===== config.mk =====
export PLATFORM = sky130hd
export DESIGN_NAME = sinc_capture_top
export DESIGN_NICKNAME = d
export VERILOG_FILES = /design/src/rtl/sdm_pkg.sv /design/src/rtl/sinc_core.sv /design/src/rtl/pcm_format.sv /design/src/rtl/pcm_fifo.sv /design/src/rtl/sinc_capture_top.sv
export SDC_FILE = /design/constraint.sdc
export NUM_CORES = 2
export LEC_CHECK = 0
export BUFFER_PORTS_ARGS = -buffer_cell sky130_fd_sc_hd__buf_4
export CAP_MARGIN = 5
export CORE_MARGIN = 8
export CORE_UTILIZATION = 33
export DETAILED_ROUTE_END_ITERATION = 7
export SLEW_MARGIN = 20
export SYNTH_ARGS = -nofsm -noshare
export SYNTH_HDL_FRONTEND = slang
export SYNTH_SLANG_ARGS = --single-unit

===== constraint.sdc =====
create_clock -name clk -period 11.7 [get_ports clk]
set_clock_uncertainty 0.1 [all_clocks]
set_input_delay 1.755 -clock clk [delete_from_list [all_inputs] [get_ports clk]]
set_output_delay 1.755 -clock clk [all_outputs]
set_load 0.05 [all_outputs]

===== src/rtl/sdm_pkg.sv =====
package sdm_pkg;

    typedef enum logic [1:0] {
        ORD_SINC1 = 2'd0,
        ORD_SINC2 = 2'd1,
        ORD_SINC3 = 2'd2,
        ORD_FAST2 = 2'd3
    } order_e;

    localparam int MAX_STAGES = 3;

    // Number of integrator/differentiator pairs in use
    function automatic int stage_count(order_e o);
        case (o)
            ORD_SINC1: return 1;
            ORD_SINC2: return 2;
            ORD_SINC3: return 3;
            default:   return 2;
        endcase
    endfunction

    // Outputs to throw away after a restart
    function automatic logic [1:0] settle_drop(order_e o);
        case (o)
            ORD_SINC1: return 2'd0;
            ORD_SINC2: return 2'd1;
            default:   return 2'd2;
        endcase
    endfunction

endpackage


===== src/rtl/sinc_core.sv =====
module sinc_core
    import sdm_pkg::*;
#(
    parameter int OSR_BITS = 8,
    parameter int ACC_W    = MAX_STAGES * OSR_BITS + 2
) (
    input  logic                    clk,
    input  logic                    rst_n,
    input  logic                    restart,
    input  logic                    smp_en,
    input  logic                    smp_bit,
    input  order_e                  order,
    input  logic [OSR_BITS-1:0]     ratio_m1,
    output logic                    res_vld,
    output logic signed [ACC_W-1:0] res
);
    typedef logic signed [ACC_W-1:0] acc_t;

    typedef struct packed {
        acc_t [MAX_STAGES-1:0] integ;
        acc_t [MAX_STAGES-1:0] dly;
        logic [OSR_BITS-1:0]   dcnt;
        logic [1:0]            skip;
        logic                  vld;
        acc_t                  out;
    } core_st_t;

    core_st_t st_d, st_q;
    acc_t     carry, tap, comb_v, diff;
    int       nst;

    always_comb begin
        st_d     = st_q;
        st_d.vld = 1'b0;
        nst      = stage_count(order);
        carry    = smp_bit ? acc_t'(1) : acc_t'(-1);
        tap      = '0;
        comb_v   = '0;
        diff     = '0;
        if (restart) begin
            st_d      = '0;
            st_d.skip = settle_drop(order);
        end else if (smp_en) begin
            // integrators: input rate, chained through the new values
            for (int i = 0; i < MAX_STAGES; i++) begin
                st_d.integ[i] = st_q.integ[i] + carry;
                carry         = st_d.integ[i];
                if (i == nst - 1) tap = st_d.integ[i];
            end
            if (st_q.dcnt == ratio_m1) begin
                st_d.dcnt = '0;
                comb_v    = tap;
                // differentiators: decimated rate, unused stages bypassed
                for (int i = 0; i < MAX_STAGES; i++) begin
                    if (i < nst) begin
                        diff        = comb_v - st_q.dly[i];
                        st_d.dly[i] = comb_v;
                        comb_v      = diff;
                    end
                end
                if (st_q.skip != 2'd0) begin
                    st_d.skip = st_q.skip - 2'd1;
                end else begin
                    st_d.vld = 1'b1;
                    st_d.out = comb_v;
                end
            end else begin
                st_d.dcnt = st_q.dcnt + 1'b1;
            end
        end
    end

    always_ff @(posedge clk or negedge rst_n) begin
        if (!rst_n) st_q <= '0;
        else        st_q <= st_d;
    end

    assign res_vld = st_q.vld;
    assign res     = st_q.out;

endmodule


===== src/rtl/pcm_format.sv =====
module pcm_format #(
    parameter int IN_W  = 26,
    parameter int OUT_W = 32,
    parameter int SH_W  = 4
) (
    input  logic signed [IN_W-1:0] din,
    input  logic                   wide,
    input  logic [SH_W-1:0]        shift,
    output logic [OUT_W-1:0]       word,
    output logic                   clip
);
    localparam logic signed [IN_W-1:0] POS_LIM = IN_W'(32767);
    localparam logic signed [IN_W-1:0] NEG_LIM = -IN_W'(32768);

    logic signed [IN_W-1:0] shd;

    always_comb begin
        shd  = din >>> shift;
        clip = 1'b0;
        if (wide) begin
            word = {{(OUT_W-IN_W){din[IN_W-1]}}, din};
        end else if (shd > POS_LIM) begin
            word = {{(OUT_W-16){1'b0}}, 16'h7FFF};
            clip = 1'b1;
        end else if (shd < NEG_LIM) begin
            word = {{(OUT_W-16){1'b1}}, 16'h8000};
            clip = 1'b1;
        end else begin
            word = {{(OUT_W-16){shd[15]}}, shd[15:0]};
        end
    end

endmodule


===== src/rtl/pcm_fifo.sv =====
module pcm_fifo #(
    parameter int DEPTH = 16,
    parameter int W     = 32,
    localparam int AW   = $clog2(DEPTH),
    localparam int CW   = $clog2(DEPTH + 1)
) (
    input  logic          clk,
    input  logic          rst_n,
    input  logic          clr,
    input  logic          push,
    input  logic [W-1:0]  din,
    input  logic          pop,
    output logic [W-1:0]  dout,
    output logic [CW-1:0] count,
    output logic          dropped
);
    typedef struct packed {
        logic [DEPTH-1:0][W-1:0] mem;
        logic [AW-1:0]           wp;
        logic [AW-1:0]           rp;
        logic [CW-1:0]           cnt;
    } fifo_st_t;

    fifo_st_t st_d, st_q;
    logic     do_pop, do_push;

    always_comb begin
        st_d    = st_q;
        do_pop  = pop && (st_q.cnt != '0);
        do_push = push && ((st_q.cnt != CW'(DEPTH)) || do_pop);
        dropped = push && !do_push && !clr;
        if (clr) begin
            st_d.wp  = '0;
            st_d.rp  = '0;
            st_d.cnt = '0;
        end else begin
            if (do_push) begin
                st_d.mem[st_q.wp] = din;
                st_d.wp = (st_q.wp == AW'(DEPTH - 1)) ? '0 : st_q.wp + 1'b1;
            end
            if (do_pop) begin
                st_d.rp = (st_q.rp == AW'(DEPTH - 1)) ? '0 : st_q.rp + 1'b1;
            end
            st_d.cnt = st_q.cnt + CW'(do_push) - CW'(do_pop);
        end
    end

    always_ff @(posedge clk or negedge rst_n) begin
        if (!rst_n) st_q <= '0;
        else        st_q <= st_d;
    end

    assign dout  = st_q.mem[st_q.rp];
    assign count = st_q.cnt;

endmodule


===== src/rtl/sinc_capture_top.sv =====
module sinc_capture_top
    import sdm_pkg::*;
#(
    parameter int OSR_BITS = 8,
    parameter int DEPTH    = 16,
    parameter int DATA_W   = 32,
    parameter int SH_W     = 4,
    localparam int CW      = $clog2(DEPTH + 1)
) (
    input  logic                clk,
    input  logic                rst_n,
    input  logic                bit_valid,
    input  logic                bit_in,
    input  logic [1:0]          cfg_order,
    input  logic [OSR_BITS-1:0] cfg_ratio_m1,
    input  logic                cfg_wide,
    input  logic [SH_W-1:0]     cfg_shift,
    input  logic [CW-1:0]       cfg_thresh,
    input  logic                sync_en,
    input  logic                sync_fifo_clr,
    input  logic                sync_auto_stop,
    input  logic                sync_pulse,
    input  logic                pop,
    output logic [DATA_W-1:0]   rd_data,
    output logic [CW-1:0]       fifo_count,
    output logic                data_ready,
    output logic                overflow,
    output logic                saturate
);
    localparam int ACC_W = MAX_STAGES * OSR_BITS + 2;

    typedef struct packed {
        logic started;
        logic cap;
        logic ovf;
        logic sat;
    } ctl_st_t;

    ctl_st_t ctl_d, ctl_q;

    logic                    sync_hit, restart, smp_en, hold, push, fifo_clr;
    logic                    res_vld, clip, dropped;
    logic signed [ACC_W-1:0] res;
    logic [DATA_W-1:0]       word;

    always_comb begin
        sync_hit    = sync_en && sync_pulse;
        restart     = !ctl_q.started || sync_hit;
        smp_en      = bit_valid && (!sync_en || ctl_q.cap);
        hold        = sync_en && sync_auto_stop && data_ready;
        push        = res_vld && !hold && !sync_hit;
        fifo_clr    = sync_hit && sync_fifo_clr;
        ctl_d         = ctl_q;
        ctl_d.started = 1'b1;
        if (sync_hit)  ctl_d.cap = 1'b1;
        else if (hold) ctl_d.cap = 1'b0;
        ctl_d.ovf = dropped;
        ctl_d.sat = push && clip;
    end

    always_ff @(posedge clk or negedge rst_n) begin
        if (!rst_n) ctl_q <= '0;
        else        ctl_q <= ctl_d;
    end

    sinc_core #(.OSR_BITS(OSR_BITS), .ACC_W(ACC_W)) u_core (
        .clk      (clk),
        .rst_n    (rst_n),
        .restart  (restart),
        .smp_en   (smp_en),
        .smp_bit  (bit_in),
        .order    (order_e'(cfg_order)),
        .ratio_m1 (cfg_ratio_m1),
        .res_vld  (res_vld),
        .res      (res)
    );

    pcm_format #(.IN_W(ACC_W), .OUT_W(DATA_W), .SH_W(SH_W)) u_fmt (
        .din   (res),
        .wide  (cfg_wide),
        .shift (cfg_shift),
        .word  (word),
        .clip  (clip)
    );

    pcm_fifo #(.DEPTH(DEPTH), .W(DATA_W)) u_fifo (
        .clk     (clk),
        .rst_n   (rst_n),
        .clr     (fifo_clr),
        .push    (push),
        .din     (word),
        .pop     (pop),
        .dout    (rd_data),
        .count   (fifo_count),
        .dropped (dropped)
    );

    assign data_ready = (fifo_count >= cfg_thresh);
    assign overflow   = ctl_q.ovf;
    assign saturate   = ctl_q.sat;

endmodule


==> out/summary.txt <==
=================================================================================
Non-Filler Cell Area, Final                                           0.04256 mm2
Total routing resource utilization after global routing                    15.54%
Transition time at the pin with the least slew margin                    1.098 ns
Area growth from synthesis to layout                                       17.01%
Number of port buffers                                                         68
Number of levels in the clock H-tree                                            3
Setup violation total in the final timing report                                0
Share of the yosys chip area belonging to registers                        43.06%
Gate count after technology mapping                                          3711
Final hold violations                                                           0
Max-Cap Viols                                                                   0
Number of buffers created by CTS                                               72
Worst Setup Start Kind                                                  input pin
Overflow left after global routing                                              0
Area of the core region                                                0.1101 mm2
Period utilization                                                         93.88%
Total design power                                                       11.88 mW
Synth Register Bits                                                           626
Number of cells on the worst hold path                                          2
Routed length per placed instance                                        17.50 um
Placement-stage cell area                                             0.03993 mm2
Leakage component of the power                                           19.47 nW
DRC violation count after routing                                               0
Largest net degree at the start of global routing                             177
Most used DFF post-synth                                                  dfrtp_1
Synthesized netlist net count                                                3918
Count of clock tree sinks                                                     626
Min-delay worst type                                                 register to register
Detailed-routing iteration count for the pre-antenna-repair pass                6
Slowest cell on the critical path                                            ha_1
Antenna-violating nets left                                                     0
Area taken by flip-flops and latches                                  0.01568 mm2
Max clock buf depth                                                             3
Clock transition at the registers of the reported paths                   0.06 ns
Largest fanout of any net on the critical path                                  6
Worst r2r path cells                                                           49
Count of different cell masters after synthesis                                90
Clock latency of the later-clocked register in the worst-skew pair        0.65 ns
Most prevalent standard cell on the critical path                            ha_1
Cell total after placement                                                   5298
Post-DR vias/cell                                                           5.075
Category of the most critical setup path                             input pin to register
Post-synth EDFFs                                                                0
Peak Freq                                                               91.04 MHz
Slack of the worst reg-to-reg path                                        1.72 ns
Peak supply drop                                                        0.1983 mV
Fin. max-slew vios                                                              0
Fraction of registers with async set or reset after synthesis              100.0%
Source of the worst register-to-register timing path                 u_core.st_q[115]
Wire length of the first global-routing pass                             154.3 mm
Number of cells in the finished layout apart from fillers                    5435
Critical hold path startpoint                                        u_core.st_q[113]
Remaining max-slew budget at the tightest pin                              26.83%
Total of warnings raised by yosys                                               0
Worst flop-to-flop path endpoint                                     u_core.res[25]
Layout fillers                                                              10860
Total Routed Length                                                      95.10 mm
Cell accounting for the most synthesized area                             dfrtp_1
Area occupied by multi-input gates                                    0.01924 mm2
Worst min-delay path endpoint                                        u_core.st_q[113]
Mean instance size in the synthesized netlist                           9.802 um2
WP data arrival                                                          11.40 ns
Worst hold-check slack                                                  0.3693 ns
Horiz. Die Dim                                                           348.0 um
Run status                                                           finished clean
Net count, final                                                             4095
I/O pin count                                                                  69
Largest cells by area after synthesis                                dfrtp_1, mux4_2, ha_1
Antenna violations before repair                                                2
Die extent in y                                                          348.0 um
Fraction of layout instances using a drive strength above 1                20.53%
Vias in the first global route                                              28050
Largest incremental delay on the critical path                            0.38 ns
Element type at the critical path end                                    register
Final sum of negative setup slack                                            0 ns
Routability-driven placement congestion ratio                              0.8534
Die area                                                               0.1211 mm2
Cell at the root of the clock tree                                      clkbuf_16
Final worst path period need                                             10.98 ns
Core Rows                                                                     122
Data required time of the critical path                                  12.12 ns
Starting density of the core                                               33.05%
Post-synthesis cell area                                              0.03638 mm2
Iteration-0 DRC Markers                                                      1625
Power Density                                                        279.2 mW/mm2
HPWL after detailed placement                                            61.53 mm
Clock tree from TritonCTS                                                    done
Proportion of netlist area held by the largest area contributor            43.06%
Vias post-DR                                                                27580
=================================================================================
## how the worst max path moves through the flow
stage	startpoint	end	slack, ns
2_1_floorplan	bit_in	u_core.res[25]	0.17
3_3_place_gp	bit_in	u_core.res[25]	-0.27
3_5_place_dp	bit_in	u_core.res[25]	-0.40
4_1_cts	bit_in	u_core.res[25]	0.25
5_1_grt	bit_in	u_core.res[25]	-0.03
6_report	bit_in	u_core.res[25]	0.72
## kinds of logic after synthesis
logic type / synth area share [%]
compound gates: 16.61
xor+xnor: 3.574
fa+ha+maj: 6.267
buf+inv: 4.551
flops: 43.06
mux: 14.20
other cells: 0.01031
simple gates: 11.72
## through the flow
step,setup slack (ns),util [%]
final,0.7164,38.67
after global placement,-0.2728,36.27
after global routing,-0.02759,38.67
after detailed placement,-0.4019,36.28
after CTS,0.2467,38.57
after floorplan,0.1729,-
## layout by cell type, fill, tap and decap left out, types with 14 or more instances in the layout
cell and n:
dfrtp_1 622, nand2_1 534, o21ai_0 376, buf_4 339, a21oi_1 292, nor2_1 247, inv_1 171, ha_1 171
mux4_2 138, mux2_2 133, xnor2_1 91, clkbuf_16 72, a21o_1 69, mux2i_1 56, xor2_1 48, nand3_1 42
a22o_1 37, a211oi_1 34, nor2b_1 34, nor3_1 25, o21a_1 22, a31oi_1 22, nand2b_1 20, a21oi_2 19
and3_1 19, clkbuf_8 19, o21bai_1 18, nand4_1 16, clkbuf_1 14
## repair_timing
item / CTS / global route
setup buffers: 0 / 4
setup endpoints to repair: 0 / 2
gates resized for setup: 0 / 19
hold buffers: 0 / 0
## critical path, delay by kind of cell
kind                       cells  cell delay [ns]
adders and majority gates      6             1.89
xor gates and xnor gates       6             1.31
AOI/OAI and AO/OA             20             4.12
buffers and inverters          7             1.10
muxes                          1             0.07
and+or+nand+nor                8             1.14
## metal layers
metal / global-route usage, % / up-vias / wire (um)
li1: - / 13500 / -
met1: 20.37 / 13370 / 42620
met2: 26.36 / 545 / 45550
met3: 2.351 / 165 / 4007
met4: 5.040 / 2 / 2912
met5: 0 / - / 13
## area by class of cell
type | instances | share of cell area [%]
Tap cell | 1488 | 4.374
Clock buffer | 105 | 4.971
Multi-Input combinational cell | 2671 | 45.21
Inverter | 175 | 1.552
Timing Repair Buffer | 342 | 6.109
Antenna cell | 1 | 0.005879
Sequential cell | 626 | 36.83
Clock inverter | 27 | 0.9466
## Yosys cell counts, drive strengths merged, types with 16 or more instances
| cell type | number |
|---|---|
| clkbuf | 203 |
| and3 | 21 |
| a22o | 37 |
| a211oi | 35 |
| nor2b | 35 |
| mux2i | 56 |
| nand2 | 539 |
| a21oi | 312 |
| buf | 34 |
| nand4 | 16 |
| ha | 171 |
| nand3 | 47 |
| mux2 | 133 |
| a31oi | 22 |
| dfrtp | 626 |
| xor2 | 48 |
| nor2 | 249 |
| xnor2 | 94 |
| mux4 | 138 |
| o21a | 23 |
| a21o | 70 |
| inv | 173 |
| o21bai | 19 |
| o21ai | 390 |
| nand2b | 20 |
| nor3 | 25 |
## sequential cells by signal (all words and copies together), names as in the netlist
name            count
u_fifo.st_q       424
u_core.st_q       166
u_core.res         26
u_fifo.count        5
ctl_q               2
overflow            1
saturate            1
u_core.res_vld      1
## power breakdown
part,internal [mW],switching (mW),total (mW)
clock network,1.43,0.965,2.39
registers,2.24,0.148,2.39
logic,3.44,3.67,7.10
total,7.11,4.78,11.9
Note: power is estimated with default switching activity, not from simulation.
